### src/rtl/pivot_seq_pkg.sv
package pivot_seq_pkg;
  typedef enum logic [1:0] {
    W_IDLE = 2'd0,
    W_RED  = 2'd1,
    W_OUT  = 2'd2
  } walk_state_e;
endpackage

### src/rtl/pivot_search.sv
module pivot_search #(
  parameter int MAX_N = 16,
  parameter int VAL_W = 8,
  parameter int ROW_W = 4,
  parameter int CNT_W = 5
) (
  input  logic             clk_i,
  input  logic             rst_ni,
  input  logic             mat_start_i,
  input  logic [CNT_W-1:0] dim_i,
  input  logic             wr_valid_i,
  input  logic [ROW_W-1:0] wr_row_i,
  input  logic [VAL_W-1:0] wr_val_i,
  input  logic             step_end_i,
  input  logic [ROW_W-1:0] rd_idx_i,
  output logic [ROW_W-1:0] rd_row_o,
  output logic [ROW_W-1:0] pivot_o,
  output logic [CNT_W-1:0] dim_o,
  output logic             singular_o
);
  logic [MAX_N-1:0] flags_q;
  logic [ROW_W-1:0] vec_q [MAX_N];
  logic [CNT_W-1:0] step_q;
  logic [CNT_W-1:0] dim_q;
  logic [ROW_W-1:0] pivot_q;
  logic             found_q;
  logic             sing_q;
  logic [CNT_W-1:0] dim_clamp;
  logic             row_in_range;
  logic             step_open;
  logic             accept;

  always_comb begin
    dim_clamp = dim_i;
    if (dim_i > CNT_W'(MAX_N)) dim_clamp = CNT_W'(MAX_N);
    if (dim_i == '0)           dim_clamp = CNT_W'(1);
  end

  assign row_in_range = {{(CNT_W-ROW_W){1'b0}}, wr_row_i} < dim_q;
  assign step_open    = step_q < dim_q;
  // nonzero, unflagged, first in this step
  assign accept = wr_valid_i && (wr_val_i != '0) && row_in_range && step_open &&
                  !flags_q[wr_row_i] && !found_q;

  always_ff @(posedge clk_i or negedge rst_ni) begin
    if (!rst_ni) begin
      flags_q <= '0;
      step_q  <= '0;
      dim_q   <= CNT_W'(1);
      pivot_q <= '0;
      found_q <= 1'b0;
      sing_q  <= 1'b0;
      for (int i = 0; i < MAX_N; i++) vec_q[i] <= '0;
    end else if (mat_start_i) begin
      flags_q <= '0;
      step_q  <= '0;
      dim_q   <= dim_clamp;
      found_q <= 1'b0;
      sing_q  <= 1'b0;
    end else begin
      if (accept) begin
        flags_q[wr_row_i]          <= 1'b1;
        vec_q[step_q[ROW_W-1:0]]   <= wr_row_i;
        pivot_q                    <= wr_row_i;
        found_q                    <= 1'b1;
      end
      if (step_end_i && step_open) begin
        step_q  <= step_q + CNT_W'(1);
        found_q <= 1'b0;
        if (!(found_q || accept)) sing_q <= 1'b1;
      end
    end
  end

  assign rd_row_o   = vec_q[rd_idx_i];
  assign pivot_o    = pivot_q;
  assign dim_o      = dim_q;
  assign singular_o = sing_q;

  // a new pivot always comes from a nonzero write
  a_r2_pivot_nonzero: assert property (@(posedge clk_i) disable iff (!rst_ni)
    $rose(found_q) |-> ($past(wr_valid_i) && ($past(wr_val_i) != '0)));

  // a new pivot flags exactly one previously clear row
  a_r3_one_new_flag: assert property (@(posedge clk_i) disable iff (!rst_ni)
    $rose(found_q) |-> ($countones(flags_q) == $countones($past(flags_q)) + 1));

  // singular is sticky until a matrix start
  a_r4_sing_sticky: assert property (@(posedge clk_i) disable iff (!rst_ni)
    (sing_q && !mat_start_i) |=> sing_q);

  // step count bounded by n
  a_r9_step_bound: assert property (@(posedge clk_i) disable iff (!rst_ni)
    step_q <= dim_q);
endmodule

### src/rtl/row_walker.sv
module row_walker
  import pivot_seq_pkg::*;
#(
  parameter int ROW_W = 4,
  parameter int CNT_W = 5
) (
  input  logic             clk_i,
  input  logic             rst_ni,
  input  logic [CNT_W-1:0] dim_i,
  input  logic [ROW_W-1:0] pivot_i,
  input  logic             red_start_i,
  input  logic             out_start_i,
  input  logic [ROW_W-1:0] vec_row_i,
  output logic [ROW_W-1:0] vec_idx_o,
  output logic [ROW_W-1:0] row_addr_o,
  output logic             row_valid_o,
  output logic             pass_done_o
);
  localparam int NX_W = CNT_W + 1;

  walk_state_e      state_q;
  logic [ROW_W-1:0] piv_q;
  logic [NX_W-1:0]  next_q;
  logic [CNT_W-1:0] k_q;
  logic             first_q;
  logic [ROW_W-1:0] addr_q;
  logic             valid_q;
  logic             done_q;
  logic [NX_W-1:0]  piv_ext;
  logic [NX_W-1:0]  dim_ext;
  logic [NX_W-1:0]  nxt_one;
  logic [NX_W-1:0]  nxt_row;

  assign piv_ext = NX_W'(piv_q);
  assign dim_ext = NX_W'(dim_i);
  assign nxt_one = next_q + NX_W'(1);
  assign nxt_row = (nxt_one == piv_ext) ? next_q + NX_W'(2) : nxt_one;

  assign vec_idx_o = (state_q == W_OUT) ? k_q[ROW_W-1:0] : '0;

  always_ff @(posedge clk_i or negedge rst_ni) begin
    if (!rst_ni) begin
      state_q <= W_IDLE;
      piv_q   <= '0;
      next_q  <= '0;
      k_q     <= '0;
      first_q <= 1'b0;
      addr_q  <= '0;
      valid_q <= 1'b0;
      done_q  <= 1'b0;
    end else begin
      valid_q <= 1'b0;
      done_q  <= 1'b0;
      first_q <= 1'b0;
      case (state_q)
        W_IDLE: begin
          if (red_start_i) begin
            piv_q   <= pivot_i;
            addr_q  <= pivot_i;
            valid_q <= 1'b1;
            first_q <= 1'b1;
            next_q  <= (pivot_i == '0) ? NX_W'(1) : '0;
            state_q <= W_RED;
          end else if (out_start_i) begin
            addr_q  <= vec_row_i;
            valid_q <= 1'b1;
            k_q     <= CNT_W'(1);
            state_q <= W_OUT;
          end
        end
        W_RED: begin
          if (next_q < dim_ext) begin
            addr_q  <= next_q[ROW_W-1:0];
            valid_q <= 1'b1;
            next_q  <= nxt_row;
          end else begin
            done_q  <= 1'b1;
            state_q <= W_IDLE;
          end
        end
        W_OUT: begin
          if (k_q < dim_i) begin
            addr_q  <= vec_row_i;
            valid_q <= 1'b1;
            k_q     <= k_q + CNT_W'(1);
          end else begin
            done_q  <= 1'b1;
            state_q <= W_IDLE;
          end
        end
        default: state_q <= W_IDLE;
      endcase
    end
  end

  assign row_addr_o  = addr_q;
  assign row_valid_o = valid_q;
  assign pass_done_o = done_q;

  // every address is a row of the matrix
  a_r5_addr_range: assert property (@(posedge clk_i) disable iff (!rst_ni)
    row_valid_o |-> (CNT_W'(row_addr_o) < dim_i));

  // the pivot row appears only first in a reduction pass
  a_r5_skip_pivot: assert property (@(posedge clk_i) disable iff (!rst_ni)
    (row_valid_o && (state_q == W_RED) && !first_q) |-> (row_addr_o != piv_q));

  // done is a single pulse
  a_r6_done_single: assert property (@(posedge clk_i) disable iff (!rst_ni)
    pass_done_o |=> !pass_done_o);

  // done follows a valid address and is never with one
  a_r6_done_after_last: assert property (@(posedge clk_i) disable iff (!rst_ni)
    pass_done_o |-> (!row_valid_o && $past(row_valid_o)));
endmodule

### src/rtl/pivot_row_sequencer.sv
module pivot_row_sequencer #(
  parameter int MAX_N = 16,
  parameter int VAL_W = 8,
  localparam int ROW_W = (MAX_N > 1) ? $clog2(MAX_N) : 1,
  localparam int CNT_W = $clog2(MAX_N + 1)
) (
  input  logic             clk_i,
  input  logic             rst_ni,
  input  logic             mat_start_i,
  input  logic [CNT_W-1:0] dim_i,
  input  logic             wr_valid_i,
  input  logic [ROW_W-1:0] wr_row_i,
  input  logic [VAL_W-1:0] wr_val_i,
  input  logic             step_end_i,
  input  logic             red_start_i,
  input  logic             read_start_i,
  output logic [ROW_W-1:0] row_addr_o,
  output logic             row_valid_o,
  output logic             pass_done_o,
  output logic             singular_o
);
  logic [ROW_W-1:0] rd_idx;
  logic [ROW_W-1:0] rd_row;
  logic [ROW_W-1:0] pivot;
  logic [CNT_W-1:0] dim;

  pivot_search #(
    .MAX_N(MAX_N), .VAL_W(VAL_W), .ROW_W(ROW_W), .CNT_W(CNT_W)
  ) u_search (
    .clk_i       (clk_i),
    .rst_ni      (rst_ni),
    .mat_start_i (mat_start_i),
    .dim_i       (dim_i),
    .wr_valid_i  (wr_valid_i),
    .wr_row_i    (wr_row_i),
    .wr_val_i    (wr_val_i),
    .step_end_i  (step_end_i),
    .rd_idx_i    (rd_idx),
    .rd_row_o    (rd_row),
    .pivot_o     (pivot),
    .dim_o       (dim),
    .singular_o  (singular_o)
  );

  row_walker #(
    .ROW_W(ROW_W), .CNT_W(CNT_W)
  ) u_walker (
    .clk_i       (clk_i),
    .rst_ni      (rst_ni),
    .dim_i       (dim),
    .pivot_i     (pivot),
    .red_start_i (red_start_i),
    .out_start_i (read_start_i),
    .vec_row_i   (rd_row),
    .vec_idx_o   (rd_idx),
    .row_addr_o  (row_addr_o),
    .row_valid_o (row_valid_o),
    .pass_done_o (pass_done_o)
  );
endmodule

### config.mk
export PLATFORM = sky130hd
export DESIGN_NAME = pivot_row_sequencer
export DESIGN_NICKNAME = d
export VERILOG_FILES = /design/src/rtl/pivot_seq_pkg.sv /design/src/rtl/pivot_search.sv /design/src/rtl/row_walker.sv /design/src/rtl/pivot_row_sequencer.sv
export SDC_FILE = /design/constraint.sdc
export NUM_CORES = 1
export LEC_CHECK = 0
export BUFFER_PORTS_ARGS = -buffer_cell sky130_fd_sc_hd__buf_2
export CAP_MARGIN = 0
export CELL_PAD_IN_SITES_DETAIL_PLACEMENT = 1
export CELL_PAD_IN_SITES_GLOBAL_PLACEMENT = 2
export CORE_ASPECT_RATIO = 1.25
export CORE_MARGIN = 5
export CORE_UTILIZATION = 42
export CTS_BUF_LIST = sky130_fd_sc_hd__clkbuf_16
export CTS_CLUSTER_SIZE = 40
export DETAILED_ROUTE_END_ITERATION = 10
export HOLD_SLACK_MARGIN = 0.05
export PLACE_DENSITY_LB_ADDON = 0.1
export SYNTH_ARGS = -nofsm -noshare
export SYNTH_HDL_FRONTEND = slang
export SYNTH_SLANG_ARGS = --single-unit
### constraint.sdc
create_clock -name clk_i -period 2.75 [get_ports clk_i]
set_input_delay 0.275 -clock clk_i [delete_from_list [all_inputs] [get_ports clk_i]]
set_output_delay 0.275 -clock clk_i [all_outputs]
set_load 0.005 [all_outputs]
**Word level (Yosys, flattened, before mapping)**

Cells that the tools add are included.

- Output and inout bits: 7
- Bits in registers: 119
- Input port bits: 24
- Word-level logic and storage cells: 137

- Eq/ne operators: 12
- Add/sub/neg operators: 4
- Bitwise operators: 4
- Mux-type cells: 50
- Magnitude comparators: 10
- Reduce and logical (&&, ||, !) cells: 28

Operator list:

| kind | count |
|---|---|
| 64-bit bitwise mux | 1 |
| 5-bit 2-to-1 mux | 7 |
| 16-bit 2-to-1 mux | 2 |
| 4-bit 2-to-1 mux | 8 |
| 6-bit 2-to-1 mux | 3 |
| 4-bit binary-select mux with 4-bit select | 1 |
| 4-bit demux with 4-bit select | 1 |
| 16-bit OR | 1 |
| 1-bit 2-to-1 mux | 15 |
| 2-bit inequality test (second input constant) | 7 |
| 4-bit one-hot mux with 3 select lines | 1 |
| 6-bit one-hot mux with 2 select lines | 1 |
| 5-bit by 1-bit adder with 5-bit output (second input constant) | 2 |
| 5-bit >= comparator (second input constant) | 2 |
| 5-bit < comparator | 2 |
| 4-bit inverter with 5-bit output | 2 |
| 5-bit one-hot mux with 2 select lines | 1 |
| 1-bit logical AND | 8 |
| 2-bit 2-to-1 mux | 4 |
| 4-bit AND reduction | 2 |
| 2-bit nonzero test | 4 |
| 8-bit nonzero test | 1 |
| 6-bit by 1-bit adder with 6-bit output (second input constant) | 1 |
| 6-bit by 2-bit adder with 6-bit output (second input constant) | 1 |
| 25 further kinds | 30 |

**Depth between registers and ports, before layout**

Gate-level depths: netlist of the first run.

- Word-level depth: 10
- Mapped depth: 10
- Depth with buffers taken out: 8

**Cells and area by module**

A second synthesis of the first run with hierarchy kept.

- Cell total of the unflattened synthesis: 598
- Area total of the unflattened synthesis: 6910.4 µm²

By module, submodules not included:

| module | times used | cells each | sequential area each (µm²) | area each (µm²) |
|---|---|---|---|---|
| pivot_search | 1 | 412 | 2403.6 | 5218.8 |
| row_walker | 1 | 186 | 575.6 | 1691.6 |

**Least setup slack after synthesis of the first run**

OpenSTA, ideal clock, no wires.

- Path kind: in2reg
- Start: input port wr_row_i[0]
- End: register u_search.vec_q[16] (netlist bit)
- Setup time: 0.125 ns
- Stages: 9
- Data arrival time: 2.217 ns
- Path buffers: 3
- Path slack: 0.408 ns
- Data required time: 2.625 ns
- Cells stage by stage: buf_2 mux4_2 a22oi_1 and4_1 and4b_1 buf_4 and3_1 buf_2 mux2_2

- Longest elaborated chain between the ends: 6

Ends and longest elaborated chain:

| what | RTL line | RTL |
|---|---|---|
| start, declared | pivot_row_sequencer.sv:12 | `input logic [ROW_W-1:0] wr_row_i,` |
| 1-bit binary-select mux with 4-bit select / 4-bit by 5-bit < comparator with 1-bit output (equally long branches) | pivot_search.sv:43, pivot_search.sv:39 |  |
| 1-bit 2-to-1 mux (implied by the code) / 1-bit logical AND (equally long branches) | pivot_search.sv:43, pivot_search.sv:42 |  |
| 1-bit logical NOT / 1-bit logical AND (equally long branches) | pivot_search.sv:43, pivot_search.sv:42 |  |
| 1-bit logical AND | pivot_search.sv:42 | `assign accept = wr_valid_i && (wr_val_i != '0) && row_in_range && step_open &&` |
| 1-bit logical AND | pivot_search.sv:43 | `!flags_q[wr_row_i] && !found_q;` |
| 2-bit AND reduction (no line) | -- |  |
| end signal, assigned by index | pivot_search.sv:63 | `vec_q[step_q[ROW_W-1:0]] <= wr_row_i;` |
| end, declared | pivot_search.sv:22 | `logic [ROW_W-1:0] vec_q [MAX_N];` |

Several ways; a longest one is shown, not always the timed one. The select of a mux whose other input is x is not followed.
A chain may end at the register's enable or synchronous reset.

**Worst setup path in the final report of the first run**

- Start: register u_search.dim_q[4] (netlist: u_search.dim_o[4])
- End: register u_search.vec_q[36] (netlist bit)

- Longest elaborated chain between the ends: 6

Ends and longest elaborated chain:

| what | RTL line | RTL |
|---|---|---|
| start, declared | pivot_search.sv:24 | `logic [CNT_W-1:0] dim_q;` |
| start signal, assigned | pivot_search.sv:57 | `dim_q <= dim_clamp;` |
| 4-bit by 5-bit < comparator with 1-bit output | pivot_search.sv:39 | `assign row_in_range = {{(CNT_W-ROW_W){1'b0}}, wr_row_i} < dim_q;` |
| 1-bit logical AND | pivot_search.sv:42 |  |
| 1-bit logical AND * (2 in series) | pivot_search.sv:42 |  |
| 1-bit logical AND * | pivot_search.sv:43 |  |
| 2-bit AND reduction (no line) * | -- |  |

Every way passes the cells marked *; elsewhere a longest branch is shown, timed or not.

==> results.ini, run 1 <==
[pwr]
switching_share=0.3470
power_mw=6.247
p_int_mw=4.079
p_per_area_nw_per_um2=817.1
pwr-share-comb=0.329
power.leakage_nw=3.580
seqPwrFrac=0.354
switchingPower_mw=2.168
clock_power_share=0.317
ir_worst_vdd_mv=0.3933

[routing]
ant_nets=0
wirelength_um=17580
firstDrtPassIters=4
drt_iter0_markers=240
route.detailed.drc=0
via_per_inst=5.656
vias=4723
detail_route.wl_per_cell_um=21.05

[cells_and_area]
layout-drive-gt1-share=0.2504
multi_input_area_sq_um=3403
syn_to_final_growth_pct=15.15
fillers=1663
regArea_sq_um=2979
final_nets=661
design_area_sq_um=7645
n_antenna_cell=0
finalNonFillerCells=835

[timing]
clock_skew_ns=0.006649
fin_crit_sh=0.9347
worst_pin_slew_ns=0.6523
rsz0062_at_grt=false
report.final.slew_viol_count=0
timing.fmax_mhz=389.0
hold_viol=0
setup_viol=0
relSlewSlack=0.5606
tns_ns=0
period_needed_ns=2.570

[clock_network]
cts_htree_levels=4
clock-sinks=119
clockBufferDepth=2
clk_latency_ns=0.41
path_clk_slew_ns=0.05
ctsRootBufferMaster=clkbuf_16
cts_tree=built
numCtsBuffers=17

[worst_setup_path]
r2r_cells=9
r2r-end=u_search.vec_q[36]$_DFFE_PN0P_
crit_path_end_kind=flip-flop
crit_chain=inv_1 > ha_1 > a21o_1 > a31oi_1 > and4b_1 > buf_12 > buf_4 > nand3_4 > mux2_1
regToRegStartpoint=u_search.dim_o[4]$_DFFE_PN0P_
worstPathMaxFanout=18
critical_path_class=flip-flop to flip-flop
r2r_slack_ns=0.18
max_stage_delay_ns=0.40
startpoint_type=flip-flop
endpoint=u_search.vec_q[36]$_DFFE_PN0P_
cp.arrival_ns=2.86
cpMaxStageDelayCell=dfrtp_1
required_ns=3.04
crit_path_start=u_search.dim_o[4]$_DFFE_PN0P_

[logic_synthesis]
synth.largest_area_cell=dfrtp_1
synth_seq_area_share=0.4487
synth_warnings=0
syn_nets=622
async_reset_ff_frac=1.000
synth_cell_types=64
postSynthCellCount=572
synth-main-ff-cell=dfrtp_1
synth_area_leaders=dfrtp_1 44%, mux2_1 5.3%, ha_1 4.9%
syn_area_sq_um=6639
synth_edf_count=0
synth_top_area_share=0.4448
synth-seq-cells=119
syn_area_per_cell_sq_um=11.61

[floorplan]
initial_core_util=0.4264
std_cell_rows=51
dieArea_sq_um=18440
io_pins=31
coreArea_sq_um=15570
die_h_um=150.6
die_w_um=122.5

[placement]
dp_hpwl_um=12460
placed_area_sq_um=7114
dp.cells=803
portBuffers=30
gp_congestion=0.8207

[global_routing]
grt-ovfl-total=0
antenna_found_initial=0
gr-usage-all-layers=0.2060
grt_pass1_vias=5322
grt_max_degree=79
grt_first_pass_wirelength_um=29110

[run]
maxCapViolCount=0

[hold_path]
worstHoldPathType=input pin to flip-flop

[status]
outcome=finished, final reports clean

==> cell usage after synthesis (13+ instances only) <==
library cell / instances
nand3_1: 13
mux2_2: 24
a21oi_1: 20
ha_1: 26
inv_1: 19
clkbuf_1: 28
nand2_1: 30
dfrtp_1: 118
o2bb2ai_1: 17
mux2_4: 16
nor2b_1: 16
o21ai_0: 22
nor2_1: 20
mux2_1: 31
==> final cells by class <==
cell class,instances,share of cell area
clock buffers,17,0.05565
repair buffers,60,0.05303
flip-flops and latches,119,0.3897
multi-input cells,394,0.4452
inverters,19,0.009329
clock inverters,14,0.01244
well taps,212,0.03470
==> power groups by stage <==
stage	sequential, mW	clock, mW	combinational (mW)
final	2.21	1.98	2.06
after global routing	2.24	2.13	2.27
after CTS	2.21	2.03	2.08
after global placement	2.23	0	2.00
after floorplan	2.18	0	1.41
after detailed placement	2.23	0	2.06
==> through the flow <==
stage / setup slack, ns / utilization / hold slack, ns
final: 0.1796 / 0.4910 / 0.07847
after global routing: 0.05119 / 0.4910 / 0.1026
after CTS: 0.1502 / 0.4910 / 0.06194
after detailed placement: 0.1045 / 0.4569 / 0.3130
after global placement: 0.1503 / 0.4569 / 0.3072
after floorplan: 0.4079 / - / -0.02059
==> layout by cell type, fill, tap and decap left out, drive strengths merged, types with 8 or more instances in the layout <==
cell type,count
buf,59
nor2,20
mux2i,12
mux2,71
nor3,12
a21oi,20
clkinv,9
o21ai,22
ha,26
clkbuf,17
dfrtp,118
a31oi,8
and3,8
o2bb2ai,17
inv,21
nand2,30
nor2b,16
nand3,25
mux4,12
==> worst min path at each step <==
stage | slack [ns] | start | depth (start not counted) | end
finish | 0.08 | dim_i[4] | 2 | u_search.dim_o[0]$_DFFE_PN1P_
global route | 0.10 | dim_i[4] | 2 | u_search.dim_o[0]$_DFFE_PN1P_
CTS | 0.06 | dim_i[4] | 2 | u_search.dim_o[0]$_DFFE_PN1P_
detailed placement | 0.31 | rst_ni | 1 | u_walker.next_q[4]$_DFFE_PN0P_
global placement | 0.31 | rst_ni | 1 | u_walker.next_q[4]$_DFFE_PN0P_
floorplan | -0.02 | rst_ni | 0 | u_search.dim_o[1]$_DFFE_PN0P_
==> state kept, by name, indices dropped and copies added, names as in the netlist <==
name                  count
u_search.vec_q           64
u_walker.row_valid_o      1
u_search.found_q          1
u_walker.row_addr_o       4
u_search.dim_o            5
u_search.flags_q         16
u_search.pivot_o          4
u_walker.state_q          2
u_walker.next_q           6
u_walker.k_q              5
u_walker.piv_q            4
u_walker.pass_done_o      1
u_search.singular_o       1
u_search.step_q           5
==> metal layers <==
| metal | track usage | part of all wire |
|---|---|---|
| met5 | 0 | 0 |
| met4 | 0.05658 | 0.011 |
| met3 | 0.04134 | 0.025 |
| met2 | 0.3653 | 0.53 |
| met1 | 0.2539 | 0.43 |
==> critical path, delay by kind of cell (launching register included) <==
kind	cells	cell delay, ns
buffers and inverters	3	0.56
flip-flops	1	0.40
multiplexers	1	0.36
AND/OR/NAND/NOR	2	0.40
AO/OA/AOI/OAI	2	0.42
adder cells (fa/ha/maj)	1	0.30
==> kinds of logic after synthesis <==
kind of cell / count (synthesis) / share of synthesized area
AO/OA/AOI/OAI: 122 / 0.1312
XOR/XNOR: 10 / 0.01319
adder cells (fa/ha/maj): 26 / 0.04900
buffers and inverters: 59 / 0.03864
flip-flops: 119 / 0.4487
multiplexers: 95 / 0.1883
AND/OR/NAND/NOR: 141 / 0.1310
==> timing repair <==
| item | 4_1_cts | 5_1_grt |
|---|---|---|
| setup endpoints to repair | 0 | 0 |
| hold buffers | 1 | 0 |
| buffers inserted | 0 | 0 |
| hold endpoints to repair | 40 | 0 |
| resized for setup | 0 | 0 |
Power figures use the tool's default switching activity.
==> run 2, diff against run 1 <==
--- a/config.mk
+++ b/config.mk
@@ -7,7 +7,7 @@
 export LEC_CHECK = 0
 export BUFFER_PORTS_ARGS = -buffer_cell sky130_fd_sc_hd__buf_2
 export CAP_MARGIN = 0
-export CELL_PAD_IN_SITES_DETAIL_PLACEMENT = 1
+export CELL_PAD_IN_SITES_DETAIL_PLACEMENT = 2
 export CELL_PAD_IN_SITES_GLOBAL_PLACEMENT = 2
 export CORE_ASPECT_RATIO = 1.25
 export CORE_MARGIN = 5
==> results.ini, run 2 (synthesis results as in run 1) <==
[clock_network]
cts_tree=built  ; unchanged
clockBufferDepth=2  ; unchanged
cts_htree_levels=4  ; unchanged
cts_setup_buffers=0  ; unchanged
numCtsBuffers=17  ; unchanged
ctsRootBufferMaster=clkbuf_16  ; unchanged
clock-sinks=119  ; unchanged
path_clk_slew_ns=0.06  ; was 0.05 ns
ctsResizeCount=0  ; unchanged
clk_latency_ns=0.42  ; was 0.41 ns

[global_routing]
grt-ovfl-total=0  ; unchanged
gr-usage-all-layers=0.2275  ; was 0.2060
grt_first_pass_wirelength_um=31730  ; was 29,110 um
antenna_found_initial=0  ; unchanged
use_met2=0.4193  ; was 0.3653
use_met3=0.03495  ; was 0.04134
grt.met1_usage=0.2692  ; was 0.2539
busiest_layer=met2  ; unchanged
grt_pass1_vias=5565  ; was 5,322
grt_max_degree=79  ; unchanged

[routing]
drt_iter0_markers=203  ; was 240
route.detailed.drc=0  ; unchanged
ant_nets=0  ; unchanged
detail_route.wl_per_cell_um=23.65  ; was 21.05 um
vias=4812  ; was 4,723
via_per_inst=5.756  ; was 5.656
wirelength_um=19770  ; was 17,580 um
firstDrtPassIters=4  ; unchanged

[cells_and_area]
layout-drive-gt1-share=0.2468  ; was 0.2504
finalNonFillerCells=836  ; was 835
final_common_cell=dfrtp_1  ; unchanged
top_regs=u_search.vec_q x64, u_search.flags_q x16, u_walker.next_q x6  ; unchanged
final_cell_mix=118 x dfrtp_1, 31 x mux2_1, 30 x nand2_1, 29 x buf_2, 28 x buf_4  ; unchanged
n_antenna_cell=0  ; unchanged
top_register=u_search.vec_q  ; unchanged
syn_to_final_growth_pct=16.30  ; was 15.15%
largest_register_ffs=64  ; unchanged
final_nets=661  ; unchanged

[worst_setup_path]
crit_path_start=u_walker.state_q[0]$_DFFE_PN0P_  ; was u_search.dim_o[4]$_DFFE_PN0P_
critical_path_class=flip-flop to flip-flop  ; unchanged
required_ns=3.08  ; was 3.04 ns
max_stage_delay_ns=0.45  ; was 0.40 ns
cpMaxStageDelayCell=ha_1  ; was dfrtp_1
r2r-end=u_walker.row_addr_o[1]$_DFFE_PN0P_  ; was u_search.vec_q[36]$_DFFE_PN0P_
regToRegStartpoint=u_walker.state_q[0]$_DFFE_PN0P_  ; was u_search.dim_o[4]$_DFFE_PN0P_
endpoint=u_walker.row_addr_o[1]$_DFFE_PN0P_  ; was u_search.vec_q[36]$_DFFE_PN0P_
crit_chain=inv_1 > ha_1 > buf_4 > nand3_1 > o211a_1 > nor3_1 > nor3_1 > a311o_1 > a31oi_1  ; was inv_1 > ha_1 > a21o_1 > a31oi_1 > and4b_1 > buf_12 > buf_4 > nand3_4 > mux2_1
startpoint_type=flip-flop  ; unchanged
cp_common_cell=nor3_1
r2r_cells=9  ; unchanged
cp.arrival_ns=2.92  ; was 2.86 ns
worstPathMaxFanout=14  ; was 18
r2r_slack_ns=0.16  ; was 0.18 ns
crit_path_end_kind=flip-flop  ; unchanged

[timing]
tns_ns=0  ; unchanged
setup_viol=0  ; unchanged
hold_viol=0  ; unchanged
clock_skew_ns=0.01085  ; was 0.006649 ns
relSlewSlack=0.5246  ; was 0.5606
worst_pin_slew_ns=0.7056  ; was 0.6523 ns
rsz0062_at_grt=false  ; unchanged
timing.fmax_mhz=386.2  ; was 389.0 MHz
fin_crit_sh=0.9417  ; was 0.9347
finalWorstSetupSlack_ns=0.1604  ; was 0.1796 ns
report.final.slew_viol_count=0  ; unchanged
period_needed_ns=2.590  ; was 2.570 ns

[floorplan]
io_pins=31  ; unchanged
initial_core_util=0.4264  ; unchanged
die_h_um=150.6  ; unchanged
std_cell_rows=51  ; unchanged
coreArea_sq_um=15570  ; unchanged
die_w_um=122.5  ; unchanged
dieArea_sq_um=18440  ; unchanged

[pwr]
power.leakage_nw=3.619  ; was 3.580 nW
power_mw=6.636  ; was 6.247 mW
p_per_area_nw_per_um2=859.5  ; was 817.1 nW/um^2
ir_worst_vdd_mv=0.4090  ; was 0.3933 mV

[placement]
portBuffers=30  ; unchanged
dp_hpwl_um=13810  ; was 12,460 um
dp_slack_ns=0.07401  ; was 0.1045 ns
dp.cells=803  ; unchanged
gp_congestion=0.8207  ; unchanged

[run]
maxCapViolCount=0  ; unchanged

[status]
outcome=finished, final reports clean  ; unchanged

[hold_path]
worstHoldPathType=input pin to flip-flop  ; unchanged

==> run 2: changes by cell type in the layout (fill, tap and decap cells not counted), sizes merged <==
| cell | change |
|---|---|
| inv | +3 |
| clkinv | -5 |
| bufinv | +3 |
==> run 2: what timing repair did <==
action,4_1_cts,5_1_grt
endpoints found under the setup margin,0,0
endpoints found under the hold margin,40,0
hold buffers,1,0
==> run 2: routing by layer <==
metal  vias to the layer above  wire length, um  part of all wire
li1                       2190                -                 -
met1                      2545             8259              0.42
met2                        50            10740              0.54
met5                         -                0                 0
met3                        27              419             0.021
met4                         0              350             0.018
==> run 2: layout make-up <==
class                           instances  area [sq um]
Fill cell                            1567          7849
Multi-Input combinational cell        394          3403
Sequential cell                       119          2979
Clock buffer                           17         425.4
Timing Repair Buffer                   60         405.4
Tap cell                              212         265.3
Clock inverter                         15         171.4
Inverter                               19         71.32
==> run 2: critical path: cells and delay by family, from the launching register on <==
family | cells | cell delay (ns)
adder cells (fa/ha/maj) | 1 | 0.45
AO/OA/AOI/OAI | 3 | 0.74
buffers and inverters | 2 | 0.43
AND/OR/NAND/NOR | 3 | 0.48
flip-flops | 1 | 0.42
==> run 2: worst min-delay path by stage <==
stage	to	depth (start not counted)	startpoint	slack, ns
3_5_place_dp	u_walker.next_q[4]$_DFFE_PN0P_	1	rst_ni	0.32
5_1_grt	u_search.dim_o[0]$_DFFE_PN1P_	2	dim_i[4]	0.09
3_3_place_gp	u_walker.next_q[4]$_DFFE_PN0P_	1	rst_ni	0.31
2_1_floorplan	u_search.dim_o[1]$_DFFE_PN0P_	0	rst_ni	-0.02
4_1_cts	u_search.dim_o[0]$_DFFE_PN1P_	2	dim_i[4]	0.06
6_report	u_search.dim_o[0]$_DFFE_PN1P_	2	dim_i[4]	0.07
==> run 2: power by group <==
part / switching [mW] / total [mW] / internal (mW)
sequential: 0.215 / 2.22 / 2.01
combinational: 1.26 / 2.13 / 0.867
clock: 0.797 / 2.28 / 1.49
==> run 2: through the flow <==
step                hold WS (ns)  utilization  cell area, sq um
finish                   0.06941       0.4959              7721
global route             0.08641       0.4959              7721
CTS                      0.06107       0.4959              7721
detailed placement        0.3205       0.4569              7114
global placement          0.3072       0.4569              7114
floorplan               -0.02059            -              6639
==> run 3, diff against run 2 <==
==> constraint.sdc (replaced) <==
create_clock -name clk_i -period 2.89 [get_ports clk_i]
set_input_delay 0.289 -clock clk_i [delete_from_list [all_inputs] [get_ports clk_i]]
set_output_delay 0.289 -clock clk_i [all_outputs]
set_load 0.005 [all_outputs]
==> results.ini, run 3 (synthesis results as in run 1) <==
[timing]
whs_ns=0.08410  ; was 0.06941 ns
hold_viol=0  ; unchanged
fin_crit_sh=0.9212  ; was 0.9417
relSlewSlack=0.5092  ; was 0.5246
setup_viol=0  ; unchanged
tns_ns=0  ; unchanged
period_needed_ns=2.662  ; was 2.590 ns
timing.fmax_mhz=375.6  ; was 386.2 MHz
worst_pin_slew_ns=0.7362  ; was 0.7056 ns
rsz0062_at_grt=false  ; unchanged
clock_skew_ns=0.006338  ; was 0.01085 ns
report.final.slew_viol_count=0  ; unchanged

[floorplan]
dieArea_sq_um=18440  ; unchanged
die_h_um=150.6  ; unchanged
coreArea_sq_um=15570  ; unchanged
io_pins=31  ; unchanged
initial_core_util=0.4264  ; unchanged
die_w_um=122.5  ; unchanged
std_cell_rows=51  ; unchanged

[worst_setup_path]
cp.arrival_ns=2.96  ; was 2.92 ns
required_ns=3.19  ; was 3.08 ns
critical_path_class=flip-flop to flip-flop  ; unchanged
crit_path_end_kind=flip-flop  ; unchanged
cp_top_family=simple AND/OR/NAND/NOR gates  ; was compound AO/OA/AOI/OAI gates
startpoint_type=flip-flop  ; unchanged
crit_chain=inv_1 > ha_1 > a21o_1 > a31oi_1 > and4b_1 > buf_12 > and3_1 > mux2_2  ; was inv_1 > ha_1 > buf_4 > nand3_1 > o211a_1 > nor3_1 > nor3_1 > a311o_1 > a31oi_1
max_stage_delay_ns=0.39  ; was 0.45 ns
critPathBufInv=2  ; unchanged
cpMaxStageDelayCell=dfrtp_1  ; was ha_1
worstPathMaxFanout=25  ; was 14

[cells_and_area]
fillers=1598  ; was 1,567
final_nets=654  ; was 661
n_antenna_cell=0  ; unchanged
final_common_cell=dfrtp_1  ; unchanged
final_cell_mix=118 x dfrtp_1, 31 x mux2_1, 30 x nand2_1, 29 x buf_2, 26 x ha_1  ; was 118 x dfrtp_1, 31 x mux2_1, 30 x nand2_1, 29 x buf_2, 28 x buf_4
top_regs=u_search.vec_q x64, u_search.flags_q x16, u_walker.next_q x6  ; unchanged
finalNonFillerCells=828  ; was 836
top_register=u_search.vec_q  ; unchanged
largest_register_ffs=64  ; unchanged
syn_to_final_growth_pct=14.70  ; was 16.30%
layout-drive-gt1-share=0.2386  ; was 0.2468

[placement]
dp.cells=796  ; was 803
gp_congestion=0.7739  ; was 0.8207
dp_hpwl_um=13300  ; was 13,810 um
portBuffers=30  ; unchanged

[routing]
route.detailed.drc=0  ; unchanged
vias=4840  ; was 4,812
via_per_inst=5.845  ; was 5.756
detail_route.wl_per_cell_um=23.51  ; was 23.65 um
wirelength_um=19470  ; was 19,770 um
drt_iter0_markers=214  ; was 203
firstDrtPassIters=4  ; unchanged
ant_nets=0  ; unchanged

[clock_network]
ctsRootBufferMaster=clkbuf_16  ; unchanged
cts_tree=built  ; unchanged
clock-sinks=119  ; unchanged
cts_htree_levels=4  ; unchanged
path_clk_slew_ns=0.05  ; was 0.06 ns
clockBufferDepth=2  ; unchanged
cts_setup_buffers=0  ; unchanged
cts_hold_buf=1  ; unchanged
ctsResizeCount=0  ; unchanged
clk_latency_ns=0.42  ; about the same
numCtsBuffers=17  ; unchanged

[pwr]
p_per_area_nw_per_um2=799.2  ; was 859.5 nW/um^2
ir_worst_vdd_mv=0.4375  ; was 0.4090 mV
power.leakage_nw=3.547  ; was 3.619 nW

[hold_path]
worstHoldPathType=input pin to flip-flop  ; unchanged

[global_routing]
antenna_found_initial=0  ; unchanged
gr-usage-all-layers=0.2286  ; was 0.2275
grt_first_pass_wirelength_um=32130  ; was 31,730 um
grt_pass1_vias=5682  ; was 5,565
grt-ovfl-total=0  ; unchanged
grt_max_degree=67  ; was 79

[run]
maxCapViolCount=0  ; unchanged

[status]
outcome=finished, final reports clean  ; unchanged

==> run 3: final cells by class <==
cell class	instances	area (sq um)	share of cell area
multi-input combinational	394	3403	0.4469
sequential	119	2979	0.3912
clock buffer	17	425.4	0.05587
timing repair buffer	53	352.8	0.04634
tap	212	265.3	0.03483
clock inverter	14	117.6	0.01545
inverter	19	71.32	0.009366
==> run 3: report_power, final <==
part,switching (mW),internal [mW]
Clock,0.757,1.23
Sequential,0.204,1.91
Combinational,1.17,0.809
==> run 3: final timing paths <==
path	startpoint	endpoint	slack, ns	depth (start not counted)
max	u_search.dim_o[4]$_DFFE_PN0P_	u_search.vec_q[33]$_DFFE_PN0P_	0.23	8
min	dim_i[4]	u_search.dim_o[0]$_DFFE_PN1P_	0.08	2
max reg2reg	u_search.dim_o[4]$_DFFE_PN0P_	u_search.vec_q[33]$_DFFE_PN0P_	0.23	8
min reg2reg	u_search.vec_q[40]$_DFFE_PN0P_	u_search.vec_q[40]$_DFFE_PN0P_	0.49	1
max in group asynchronous	rst_ni	u_search.dim_o[0]$_DFFE_PN1P_	1.56	3
min in group asynchronous	rst_ni	u_walker.state_q[0]$_DFFE_PN0P_	0.48	2
==> run 3: through the flow <==
step                      utilization  power, mW  worst slack (ns)  area, sq um
after global routing           0.4891      6.438            0.1101         7615
after floorplan                     -      3.418            0.5339         6639
after detailed placement       0.4536      4.086            0.1762         7062
after CTS                      0.4891      6.160            0.2186         7615
final                          0.4891      6.086            0.2278         7615
after global placement         0.4536      3.988            0.2524         7062
==> run 3: per-layer routing <==
| metal | share of wire | global-route usage | wire, um | vias to the layer above |
|---|---|---|---|---|
| met5 | 0 | 0 | 0 | - |
| met4 | 0.012 | 0.06275 | 242 | 0 |
| met3 | 0.026 | 0.03983 | 503 | 22 |
| met2 | 0.54 | 0.4168 | 10500 | 59 |
| met1 | 0.42 | 0.2755 | 8223 | 2579 |
| li1 | - | - | - | 2180 |
